[src/rtl/tri_assembler.sv]
module tri_assembler #(
  parameter int VW = 16,
  parameter int CW = 32,
  parameter int TOPO_LSB = 8
) (
  input  logic          clk,
  input  logic          rst_n,
  input  logic          cfg_we,
  input  logic [CW-1:0] cfg_word,
  input  logic          restart,
  input  logic          in_valid,
  output logic          in_ready,
  input  logic [VW-1:0] in_vtx,
  output logic          out_valid,
  input  logic          out_ready,
  output logic [VW-1:0] out_v0,
  output logic [VW-1:0] out_v1,
  output logic [VW-1:0] out_v2
);
  localparam logic [1:0] T_LIST  = 2'd0;
  localparam logic [1:0] T_STRIP = 2'd1;
  localparam logic [1:0] T_PROG  = 2'd3;

  logic [1:0]    topo, idx;
  logic          rdy;
  logic [VW-1:0] s0, s1;
  logic          unused_cfg_bits;

  assign unused_cfg_bits = ^cfg_word;

  wire       clr      = restart | cfg_we;
  wire [1:0] topo_eff = cfg_we ? cfg_word[TOPO_LSB +: 2] : topo;
  wire [1:0] idx_eff  = clr ? 2'd0 : idx;
  wire       rdy_eff  = clr ? 1'b0 : rdy;
  wire       listy    = (topo_eff == T_LIST) || (topo_eff == T_PROG);

  assign in_ready = !out_valid || out_ready;
  wire acc  = in_valid && in_ready;
  wire emit = acc && (listy ? (idx_eff == 2'd2) : rdy_eff);

  always_ff @(posedge clk) begin
    if (!rst_n) begin
      topo      <= T_LIST;
      idx       <= 2'd0;
      rdy       <= 1'b0;
      s0        <= '0;
      s1        <= '0;
      out_valid <= 1'b0;
      out_v0    <= '0;
      out_v1    <= '0;
      out_v2    <= '0;
    end else begin
      topo <= topo_eff;
      idx  <= idx_eff;
      rdy  <= rdy_eff;
      if (acc) begin
        if (listy && idx_eff == 2'd2) begin
          idx <= 2'd0;
        end else begin
          if (idx_eff[0]) s1 <= in_vtx;
          else            s0 <= in_vtx;
          if (listy) begin
            idx <= idx_eff + 2'd1;
          end else begin
            rdy <= rdy_eff | idx_eff[0];
            idx <= (topo_eff == T_STRIP) ? {1'b0, ~idx_eff[0]} : 2'd1;
          end
        end
      end
      if (emit) begin
        out_valid <= 1'b1;
        out_v0    <= s0;
        out_v1    <= s1;
        out_v2    <= in_vtx;
      end else if (out_ready) begin
        out_valid <= 1'b0;
      end
    end
  end
endmodule


[config.mk]
export PLATFORM = sky130hd
export DESIGN_NAME = tri_assembler
export DESIGN_NICKNAME = d
export VERILOG_FILES = /design/src/rtl/tri_assembler.sv
export SDC_FILE = /design/constraint.sdc
export NUM_CORES = 1
export LEC_CHECK = 0
export BUFFER_PORTS_ARGS = -buffer_cell sky130_fd_sc_hd__buf_2
export CORE_AREA = 2 2 85 87
export CTS_CLUSTER_SIZE = 28
export DETAILED_ROUTE_END_ITERATION = 7
export DIE_AREA = 0 0 87 89
export PLACE_DENSITY = 0.83
export SYNTH_ARGS = -nofsm -noshare
export SYNTH_HDL_FRONTEND = slang
export SYNTH_SLANG_ARGS = --single-unit
[constraint.sdc]
create_clock -name clk -period 4 [get_ports clk]
set_input_delay 1 -clock clk [delete_from_list [all_inputs] [get_ports clk]]
set_output_delay 1 -clock clk [all_outputs]
set_load 0.005 [all_outputs]
After elaboration in Yosys (flattened, before gate mapping) --
Index checks and enable logic that the tools add are counted.
Cells by class: add/sub/neg operators 1, eq/ne operators 3, multiplexer cells 13, bitwise logic cells 4, reduce and logical (&&, ||, !) cells 10
Operator list (number):
- two-way mux 2 bit | 5
- two-way mux 1 bit | 8
- AND reduction 3 bit | 2
- equality test 2 bit (second input constant) | 2
- logical AND 1 bit | 3
- adder 2 x 1 -> 2 bit (second input constant) | 1
- equality test 2 x 1 -> 1 bit (second input constant) | 1
- zero test 2 bit | 1
- logical OR 1 bit | 2
- NOT 1 bit | 2
- OR 1 bit | 2
- nonzero test 2 bit | 1
- zero test 1 bit | 1
Storage, ports and cells: register bits after elaboration 86, input bits 54, output and inout bits 50, word-level logic and storage cells 40

Depth between registers and ports, before layout --
Gate-level depths: netlist of the first run.
depth in word-level cells 7, mapped depth 10

Worst setup path before layout of the first run --
Ideal clock, no wire load.
path kind input-to-reg, start point input cfg_we, end point register s0[10], arrival 2986 ps, data required time 3881 ps, setup slack 895 ps, stages 10, cell sequence buf_6 -> nor3b_4 -> inv_2 -> clkbuf_1 -> ha_1 -> and2_1 -> or4_4 -> buf_6 -> buf_6 -> mux2i_1
On the way: cells in the longest elaborated chain, start to end 6, elaborated cells on any way between the ends 11, those cells by class eq/ne: 2; mux: 2; bitwise: 3; reduce/logical: 4
RTL lines:
- start: declaration | line 8 | input logic cfg_we,
- OR 1 bit or two-way mux 2 bit (tied branches) | line 31, 32
- two-way mux 2 bit, or another cell as far along | line 33 | wire [1:0] idx_eff = clr ? 2'd0 : idx;
- equality test 2 bit or logical OR 1 bit (tied branches) | line 57, 35
- logical AND 1 bit | line 57 | if (listy && idx_eff == 2'd2) begin
- NOT 1 bit (no source line)
- AND reduction 3 bit (no source line) *
- end signal: assignment | line 61 | else s0 <= in_vtx;
- end: declaration | line 26 | logic [VW-1:0] s0, s1;
Mark *: on every way between the ends. The rest lies on a longest branch, timed or not. A chain may end at the register's enable or synchronous reset.

Worst setup path after layout of the first run --
start point input cfg_we, end point register out_v1[9]
On the way: cells in the longest elaborated chain, start to end 5, elaborated cells on any way between the ends 10, those cells by class eq/ne: 2; mux: 4; bitwise: 1; reduce/logical: 3
RTL lines:
- two-way mux 2 bit * | line 32 | wire [1:0] topo_eff = cfg_we ? cfg_word[TOPO_LSB +: 2] : topo;
- named net topo_eff[0] | line 32
- equality test 2 bit or zero test 2 bit (tied branches) | line 35 | wire listy = (topo_eff == T_LIST) || (topo_eff == T_PROG);
- logical OR 1 bit * | line 35
- two-way mux 1 bit * | line 39 | wire emit = acc && (listy ? (idx_eff == 2'd2) : rdy_eff);
- logical AND 1 bit * | line 39
- end signal: assignment | line 50 | out_v1 <= '0;
- end signal: assignment | line 73 | out_v1 <= s1;
- end: declaration | line 17 | output logic [VW-1:0] out_v1,
The timed path passes the listed nets; every way through them passes the cells marked *.

==> results of run 1 <==
area by class of cell:
type	count	area [um^2]	area share
well taps	80	100	0.0248
inverters	4	15.0	0.00372
repair buffers	80	430	0.107
multi-input cells	235	1510	0.375
clock inverters	3	90.1	0.0223
flip-flops and latches	86	1720	0.427
clock buffers	12	165	0.0409
power breakdown:
group / internal [mW] / total [mW] / switching [mW]
Combinational: 0.0318 / 0.0933 / 0.0616
Sequential: 0.871 / 0.876 / 0.00491
Clock: 0.463 / 0.752 / 0.289
Total: 1.37 / 1.72 / 0.356
Yosys cell counts:
| cell | count |
|---|---|
| a21oi_1 | 19 |
| a31oi_1 | 1 |
| and2_1 | 2 |
| buf_1 | 1 |
| buf_2 | 2 |
| buf_4 | 3 |
| buf_6 | 3 |
| clkbuf_1 | 22 |
| dfxtp_1 | 86 |
| ha_1 | 2 |
| inv_1 | 3 |
| inv_2 | 1 |
| mux2_2 | 1 |
| mux2i_1 | 65 |
| nand2_1 | 97 |
| nand3_1 | 1 |
| nand4_1 | 16 |
| nor2_1 | 2 |
| nor2b_1 | 1 |
| nor3b_1 | 2 |
| nor3b_4 | 1 |
| nor4b_2 | 1 |
| o211a_1 | 1 |
| o211ai_1 | 1 |
| o21ai_0 | 3 |
| o31ai_1 | 16 |
| or4_1 | 2 |
| or4_4 | 1 |
cell families after synthesis:
logic type      after synthesis
mux                          66
simple gates                126
fa+ha+maj                     2
compound gates               41
flops                        86
buf+inv                      35
registers in the layout, summed over array words and instances (netlist names):
register   count
s0            16
out_v0        16
out_v2        16
out_valid      1
idx            2
out_v1        16
rdy            1
topo           2
s1            16
metal layers:
layer  up-vias  global-route usage  wire (um)
li1       1340                   -          -
met1      1268               0.249       3150
met2        88               0.324       3740
met3         8              0.0711        521
met4         0              0.0625         90
met5         -                   0          0
stage by stage:
step / worst slack (ns) / std cells / power, mW / hold WS (ns)
2_1_floorplan: 0.895 / 356 / 0.961 / 0.427
3_3_place_gp: 0.781 / 485 / 0.984 / 0.439
3_5_place_dp: 0.674 / 485 / 0.989 / 0.445
4_1_cts: 1.03 / 500 / 1.73 / 0.456
5_1_grt: 0.911 / 500 / 1.78 / 0.470
6_report: 1.04 / 500 / 1.72 / 0.455
worst max-delay path, delay by kind of cell:
family | cells | cell delay (ns)
adder cells (fa/ha/maj) | 1 | 0.35
buffers and inverters | 2 | 0.44
AO/OA/AOI/OAI | 1 | 0.49
AND/OR/NAND/NOR | 1 | 0.34
multiplexers | 2 | 0.60
worst max path at each step:
stage / slack (ns) / from / end
after floorplan: 0.89 / cfg_we / s0[10]
after global placement: 0.78 / cfg_we / out_v1[10]
after detailed placement: 0.67 / cfg_we / out_v1[9]
after CTS: 1.03 / cfg_we / out_v1[15]
after global routing: 0.91 / cfg_we / out_v0[15]
final: 1.04 / cfg_we / out_v1[9]
==> impl_metrics.csv, run 1 <==
group,metric,value,unit
logic_synthesis,synthMuxAreaShare,0.195,
logic_synthesis,synthSimpleGateAreaFrac,0.168,
cts,cts_tree,"yes",
logic_synthesis,ys_ff_latch,86,
final_layout,syn2layout_area_growth,18.6,%
global_routing,gr-total-overflow,0,
cts,postCtsSetupBuffers,0,
logic_synthesis,yosys.area_share.xor_xnor,0,
setup_path,path_cells,"buf_2, mux2_2, ha_1, nor4b_2, o211a_1, buf_12, mux2i_1",
logic_synthesis,yosys_warnings,0,
placement,place.gp.congestion,0.806,
drt,dr.first_iter.drc_count,185,
cts,ctsResizeCount,0,
setup_path,crit_fanout,19,
logic_synthesis,syn-mean-instance-area,9.55,um^2
timing,slew_headroom,0.559,
pwr,leakage,1.80,nW
drt,wirelength,7.50,mm
job,maxCapViolations,0,
floorplanning,core_area,6720,um^2
floorplanning,rows,30,
logic_synthesis,synth.area.top_cells,"dfxtp_1, mux2i_1, nand2_1, o31ai_1, nand4_1",
hold_path,hold_depth,2,
logic_synthesis,syn_inst,356,
global_routing,grt_pass1_vias,2529,
logic_synthesis,syn-num-nets,412,
cts,clk_path_buf_depth,2,
setup_path,cp-end-kind,"register",
placement,dpl-instance-area,3780,um^2
global_routing,grt_antenna_before_repair,0,
setup_path,r2r_slack,1.64,ns
timing,finalCritPeriodShare,0.739,
drt,via_per_inst,5.41,
setup_path,worst-r2r-cell-count,8,
final_layout,insertedDiodeCount,0,
placement,io_buffers,73,
cts,clock_latency,0.34,ns
drt,wl_per_cell,15.0,um
final_layout,fin_util,0.600,
logic_synthesis,netlist.area_leader.share,0.506,
logic_synthesis,synth_compound_area_frac,0.0747,
global_routing,grt_max_degree,40,
drt,route.detailed.drc,0,
cts,numCtsBuffers,9,
drt,ant_nets,0,
cts,root_buffer,"clkbuf_8",
final_layout,nets,472,
hold_path,min_from,"out_v1[2]",
floorplanning,io-pin-count,104,
floorplanning,start_util,0.506,
setup_path,cpPeakStageDelay,0.49,ns
setup_path,reg2reg_from,"idx[0]",
timing,post-route-min-period,2.96,ns
setup_path,critPathKind,"input port to register",
global_routing,grtUsageTotal,0.199,
floorplanning,die_height,89,um
drt,vias,2704,
cts,cts_hold_buf,0,
hold_path,hold_end,"out_v1[2]",
cts,htreeDepth,3,
outcome,status,"finished, final reports clean",
final_layout,drive_above_1_share,0.238,
logic_synthesis,synth_top_family_by_area,"multiplexers",
final_layout,final_common_cell,"nand2_1",
timing,fmax,0.338,GHz
setup_path,slowest_stage,"o211a_1",
final_layout,design_area,4030,um^2
final_layout,final_cell_mix,"nand2_1, dfxtp_1, buf_2",
logic_synthesis,synthAdderAreaFrac,0.00736,
timing,rsz0062_at_grt,"no",
pwr,pwr_density_cell,427,nW/um^2
logic_synthesis,ys_seq_area_frac,0.506,
cts,clock_sinks,86,
setup_path,cp_data_arrival_time,3.23,ns
placement,dpl.hpwl,5.09,mm
timing,hold_viol,0,
timing,skew,0.00451,ns
logic_synthesis,synth.cell_area,3400,um^2
cts,clk_pin_slew_worst_paths,0.08,ns
floorplanning,die_w,87,um
pwr,vdd_drop_max,0.238,mV
timing,tightest_slew,0.660,ns
setup_path,crit_required,4.27,ns
floorplanning,die-area,7740,um^2
hold_path,hp-class,"register to register",
logic_synthesis,synth_cell_type_count,28,
final_layout,fillers,583,
drt,dr.pass1.iters,4,
setup_path,worst_setup_path_start_kind,"input port",
setup_path,r2r-end,"out_v1[9]",
timing,drv_slew,0,
timing,tns,0,ns
logic_synthesis,synth_largest_area_cell,"dfxtp_1",
timing,setup_viol,0,
global_routing,grt_pass1_wl,11.9,mm
Power figures use the tool's default switching activity.
==> run 2, diff against run 1 <==
==> config.mk (replaced) <==
export PLATFORM = sky130hd
export DESIGN_NAME = tri_assembler
export DESIGN_NICKNAME = d
export VERILOG_FILES = /design/src/rtl/tri_assembler.sv
export SDC_FILE = /design/constraint.sdc
export NUM_CORES = 1
export LEC_CHECK = 0
export ABC_AREA = 1
export BUFFER_PORTS_ARGS = -buffer_cell sky130_fd_sc_hd__buf_2
export CORE_AREA = 2 2 88 90
export CTS_CLUSTER_SIZE = 28
export DETAILED_ROUTE_END_ITERATION = 7
export DIE_AREA = 0 0 90 92
export PLACE_DENSITY = 0.82
export SYNTH_ARGS = -nofsm -noshare
export SYNTH_HDL_FRONTEND = slang
export SYNTH_SLANG_ARGS = --single-unit
==> constraint.sdc (replaced) <==
create_clock -name clk -period 3 [get_ports clk]
set_input_delay 0.75 -clock clk [delete_from_list [all_inputs] [get_ports clk]]
set_output_delay 0.75 -clock clk [all_outputs]
set_load 0.005 [all_outputs]
==> impl_metrics.csv, run 2 <==
group,metric,value,unit
cts,numCtsBuffers,9,
setup_path,critPathTopFamily,"simple AND/OR/NAND/NOR gates",
logic_synthesis,synth_top_family_by_area,"simple AND/OR/NAND/NOR gates",
setup_path,r2r_slack,1.18,ns
floorplanning,io-pin-count,104,
logic_synthesis,synth_cell_type_count,22,
cts,clock_latency,0.36,ns
cts,cts_hold_buf,0,
setup_path,cpMostUsedCell,"nand2_1",
job,maxCapViolations,0,
drt,wl_per_cell,11.9,um
pwr,pwr_density_cell,516,nW/um^2
drt,dr.first_iter.drc_count,160,
setup_path,crit_fanout,33,
final_layout,fillers,733,
final_layout,final_cell_mix,"nor2_1, nand2_1, dfxtp_1",
logic_synthesis,synthAdderAreaFrac,0.00691,
timing,drv_slew,0,
logic_synthesis,synth_ff_type,"dfxtp_1",
cts,clk_path_buf_depth,2,
timing,hold_viol,0,
final_layout,insertedDiodeCount,0,
logic_synthesis,yosys.area_share.xor_xnor,0,
global_routing,gr-total-overflow,0,
global_routing,grt_pass1_wl,13.5,mm
setup_path,reg2reg_from,"topo[1]",
cts,clock_sinks,86,
final_layout,syn2layout_area_growth,15.7,%
setup_path,slowest_stage,"buf_4",
logic_synthesis,async_reset_ff_frac,0,
logic_synthesis,synthSimpleGateAreaFrac,0.307,
global_routing,grt_pass1_vias,3056,
pwr,p_total,2.16,mW
logic_synthesis,synth_largest_area_cell,"dfxtp_1",
cts,root_buffer,"clkbuf_8",
final_layout,final_cells,675,
setup_path,cpPeakStageDelay,0.33,ns
placement,io_buffers,73,
hold_path,min_from,"topo[0]",
setup_path,cp-end-kind,"register",
setup_path,critPathKind,"input port to register",
logic_synthesis,syn_inst,512,
pwr,leakage,2.03,nW
drt,dr.pass1.iters,4,
cts,clk_pin_slew_worst_paths,0.08,ns
timing,finalCritPeriodShare,0.716,
cts,cts_tree,"yes",
global_routing,grt_max_degree,64,
drt,ant_nets,0,
logic_synthesis,syn-num-nets,568,
setup_path,crit_required,3.25,ns
placement,dpl-instance-area,3990,um^2
drt,wirelength,8.06,mm
setup_path,crit_buf_inv,2,
setup_path,r2r-end,"s0[14]",
timing,skew,0.00978,ns
cts,ctsResizeCount,0,
floorplanning,die-area,8280,um^2
placement,place.gp.congestion,0.804,
timing,post-route-min-period,2.15,ns
final_layout,nets,624,
logic_synthesis,synthTopCellsByCount,"nor2_1, nand2_1, dfxtp_1",
timing,slew_headroom,0.564,
logic_synthesis,synth_compound_area_frac,0.0968,
floorplanning,rows,32,
timing,setup_viol,0,
logic_synthesis,synth.area.top_cells,"dfxtp_1, nor2_1, nand2_1, a21oi_1, nand3_1",
setup_path,worst_setup_path_start_kind,"input port",
floorplanning,core_area,7450,um^2
placement,dpl.hpwl,5.52,mm
cts,postCtsSetupBuffers,0,
logic_synthesis,yosys_warnings,0,
final_layout,design_area,4190,um^2
final_layout,drive_above_1_share,0.187,
final_layout,final_common_cell,"nor2_1",
drt,via_per_inst,4.91,
drt,route.detailed.drc,0,
logic_synthesis,ys_seq_area_frac,0.476,
pwr,vdd_drop_max,0.257,mV
logic_synthesis,ys_ff_latch,86,
floorplanning,die_w,90,um
logic_synthesis,syn-mean-instance-area,7.07,um^2
global_routing,grt_antenna_before_repair,0,
hold_path,hold_depth,2,
setup_path,cp_data_arrival_time,2.40,ns
timing,fmax,0.466,GHz
logic_synthesis,netlist.area_leader.share,0.476,
global_routing,grtUsageTotal,0.200,
drt,vias,3317,
hold_path,hp-class,"register to register",
setup_path,path_cells,"buf_2, mux2i_1, ha_1, nand2_1, nand3_1, nor2_4, buf_4, nand2_1, nand2_1, nor2_1",
logic_synthesis,synth.cell_area,3620,um^2
floorplanning,start_util,0.486,
timing,tightest_slew,0.654,ns
timing,tns,0,ns
hold_path,hold_end,"topo[0]",
logic_synthesis,synthMuxAreaShare,0.00277,
outcome,status,"finished, final reports clean",
timing,rsz0062_at_grt,"no",
logic_synthesis,synth_most_common_cell,"nor2_1",
cts,htreeDepth,3,
setup_path,worst-r2r-cell-count,9,
placement,dp_cells,659,
logic_synthesis,synth_enable_flop_cells,0,
floorplanning,die_height,92,um
[run 2: worst max-delay path by stage]
stage                     startpoint     end  slack, ns  depth (start not counted)
after floorplan               cfg_we   s0[2]       1.01                          9
after global placement        cfg_we  s0[14]       0.60                         10
after detailed placement      cfg_we  s0[14]       0.50                         10
after CTS                     cfg_we  s0[14]       0.86                         10
after global routing          cfg_we   s0[3]       0.71                         10
final                         cfg_we  s0[14]       0.85                         10
[run 2: final cells by class]
type / instances / area [um^2] / share of cell area
Inverter: 56 / 210 / 0.0502
Tap cell: 102 / 128 / 0.0305
Sequential cell: 86 / 1720 / 0.411
Timing Repair Buffer: 79 / 435 / 0.104
Clock inverter: 7 / 72.6 / 0.0173
Multi-Input combinational cell: 336 / 1500 / 0.357
Clock buffer: 9 / 124 / 0.0296
[run 2: worst register-to-register path: stages, from the launching register on]
cell     delay, ns
dfxtp_1       0.31
mux2i_1       0.17
ha_1          0.29
nand2_1       0.13
nand3_1       0.15
nor2_4        0.10
buf_4         0.33
nand2_1       0.11
nand2_1       0.09
nor2_1        0.05
[run 2: kinds of logic after synthesis]
family / after synthesis
simple gates: 263
mux: 1
flops: 86
fa+ha+maj: 2
compound gates: 70
buf+inv: 90
[run 2: through the flow]
stage / utilization / hold slack, ns / setup slack, ns
floorplan: - / 0.446 / 1.01
global placement: 0.536 / 0.453 / 0.603
detailed placement: 0.536 / 0.464 / 0.497
CTS: 0.562 / 0.477 / 0.863
global route: 0.562 / 0.508 / 0.709
finish: 0.562 / 0.473 / 0.853
[run 2: per-layer routing]
metal | vias up | routed length (um) | GRT usage | share of wire
li1 | 1691 | - | - | -
met1 | 1515 | 3510 | 0.243 | 0.43
met2 | 91 | 3900 | 0.338 | 0.48
met3 | 20 | 436 | 0.0452 | 0.054
met4 | 0 | 222 | 0.0936 | 0.028
met5 | - | 0 | 0 | 0
[run 2: report_power, final]
group          switching, mW  internal [mW]
combinational          0.116         0.0562
clock                  0.420          0.386
sequential            0.0135           1.17
==> run 3, diff against run 2 <==
==> constraint.sdc (replaced) <==
create_clock -name clk -period 2 [get_ports clk]
set_input_delay 0.5 -clock clk [delete_from_list [all_inputs] [get_ports clk]]
set_output_delay 0.5 -clock clk [all_outputs]
set_load 0.005 [all_outputs]
==> impl_metrics.csv, run 3 (synthesis results as in run 2) <==
group,metric,value,unit
cts,clock_sinks,86,
floorplanning,die_height,92,um
drt,wl_per_cell,11.5,um
setup_path,cp_data_arrival_time,2.01,ns
cts,postCtsSetupBuffers,0,
pwr,vdd_drop_max,0.362,mV
cts,cts_tree,"yes",
global_routing,grt_antenna_before_repair,0,
cts,ctsResizeCount,0,
timing,drv_slew,0,
setup_path,crit_start,"cfg_we",
cts,clock_latency,0.34,ns
final_layout,final_cells,678,
hold_path,hp-class,"input port to register",
drt,route.detailed.drc,0,
timing,finalCritPeriodShare,0.885,
timing,post-route-min-period,1.77,ns
floorplanning,start_util,0.486,
pwr,pwr_density_cell,756,nW/um^2
placement,dpl-instance-area,4080,um^2
timing,rsz0062_at_grt,"no",
drt,ant_nets,0,
pwr,p_int,2.45,mW
global_routing,grt_pass1_wl,13.3,mm
setup_path,crit_required,2.24,ns
final_layout,fin_util,0.573,
floorplanning,io-pin-count,104,
floorplanning,rows,32,
hold_path,min_from,"in_vtx[1]",
drt,dr.first_iter.drc_count,188,
cts,htreeDepth,3,
timing,tightest_slew,0.312,ns
timing,fmax,0.565,GHz
final_layout,drive_above_1_share,0.191,
drt,dr.pass1.iters,5,
floorplanning,die-area,8280,um^2
global_routing,gr-total-overflow,0,
global_routing,grt_max_degree,82,
setup_path,r2r-end,"out_v0[2]",
setup_path,endpoint,"out_v0[2]",
setup_path,worst-r2r-cell-count,9,
final_layout,insertedDiodeCount,0,
final_layout,final_common_cell,"nor2_1",
setup_path,r2r_slack,0.31,ns
timing,setup_viol,0,
timing,hold_viol,0,
setup_path,slowest_stage,"ha_1",
setup_path,cp-end-kind,"register",
placement,dp_cells,664,
setup_path,reg2reg_from,"topo[1]",
pwr,p_seq_frac,0.550,
placement,place.gp.congestion,0.806,
setup_path,worst_setup_path_start_kind,"input port",
final_layout,nets,629,
job,maxCapViolations,0,
pwr,clock_power_share,0.364,
final_layout,design_area,4270,um^2
pwr,combPwrFrac,0.086,
floorplanning,core_area,7450,um^2
timing,slew_headroom,0.792,
cts,root_buffer,"clkbuf_8",
final_layout,syn2layout_area_growth,17.8,%
pwr,swShare,0.240,
cts,clk_path_buf_depth,2,
setup_path,path_cells,"buf_2, mux2i_1, ha_1, inv_1, nand3_2, nand2_2, buf_12, nand3_1, nand2_1, nor2_1",
pwr,p_sw,775,uW
cts,clk_pin_slew_worst_paths,0.08,ns
floorplanning,die_w,90,um
cts,cts_hold_buf,0,
drt,wirelength,7.81,mm
global_routing,grt_pass1_vias,3024,
drt,vias,3241,
global_routing,grtUsageTotal,0.195,
setup_path,crit_fanout,46,
outcome,status,"finished, final reports clean",
placement,dpl.hpwl,5.39,mm
final_layout,fillers,730,
setup_path,cpPeakStageDelay,0.30,ns
setup_path,critPathKind,"input port to register",
timing,skew,0.00561,ns
cts,numCtsBuffers,9,
timing,whs,0.397,ns
pwr,leakage,2.07,nW
placement,io_buffers,73,
drt,via_per_inst,4.78,
final_layout,final_cell_mix,"nor2_1, nand2_1, dfxtp_1",
==> run 3: changes by cell type in the layout (fill, tap and decap cells not counted) <==
cell | previous run | this run
clkbuf_8 | 9 | 10
inv_6 | 1 | 0
buf_4 | 4 | 5
clkinvlp_4 | 2 | 0
buf_12 | 2 | 6
==> run 3: power groups by stage <==
stage	registers (mW)	clock network [mW]	logic, mW
2_1_floorplan	1.81	0	0.189
3_3_place_gp	1.81	0	0.272
3_5_place_dp	1.81	0	0.278
4_1_cts	1.77	1.19	0.278
5_1_grt	1.78	1.28	0.315
6_report	1.77	1.17	0.277
==> run 3: per-stage QoR <==
step	worst slack (ns)	setup TNS, ns	total power [mW]
finish	0.229	0	3.22
global route	0.0766	0	3.37
CTS	0.237	0	3.24
detailed placement	-0.116	-4.57	2.09
global placement	-0.0681	-1.68	2.08
floorplan	0.261	0	2.00
==> run 3: critical path: cells and delay by family <==
kind / cells / cell delay [ns]
buf+inv: 3 / 0.48
simple gates: 5 / 0.45
fa+ha+maj: 1 / 0.30
mux: 1 / 0.26
==> run 3: how the worst min path moves through the flow <==
stage / end / slack (ns) / cells after the start
after floorplan: topo[0] / 0.45 / 2
final: s1[1] / 0.40 / 3
after global routing: s1[9] / 0.41 / 3
after detailed placement: topo[0] / 0.46 / 2
after global placement: out_v1[10] / 0.45 / 2
after CTS: s1[9] / 0.39 / 3
==> run 3: layer usage <==
metal / global-route usage / vias to the layer above / wire, um
met4: 0.0641 / 0 / 82
li1: - / 1709 / -
met2: 0.345 / 69 / 3880
met1: 0.235 / 1454 / 3430
met5: 0 / - / 0
met3: 0.0435 / 9 / 410
==> run 3: final cells by class <==
cell class,instances,area [um^2],share of cell area
Clock buffer,10,138,0.0323
Clock inverter,4,48.8,0.0114
Inverter,56,210,0.0493
Multi-Input combinational cell,336,1500,0.351
Sequential cell,86,1720,0.404
Tap cell,102,128,0.0299
Timing Repair Buffer,84,523,0.123
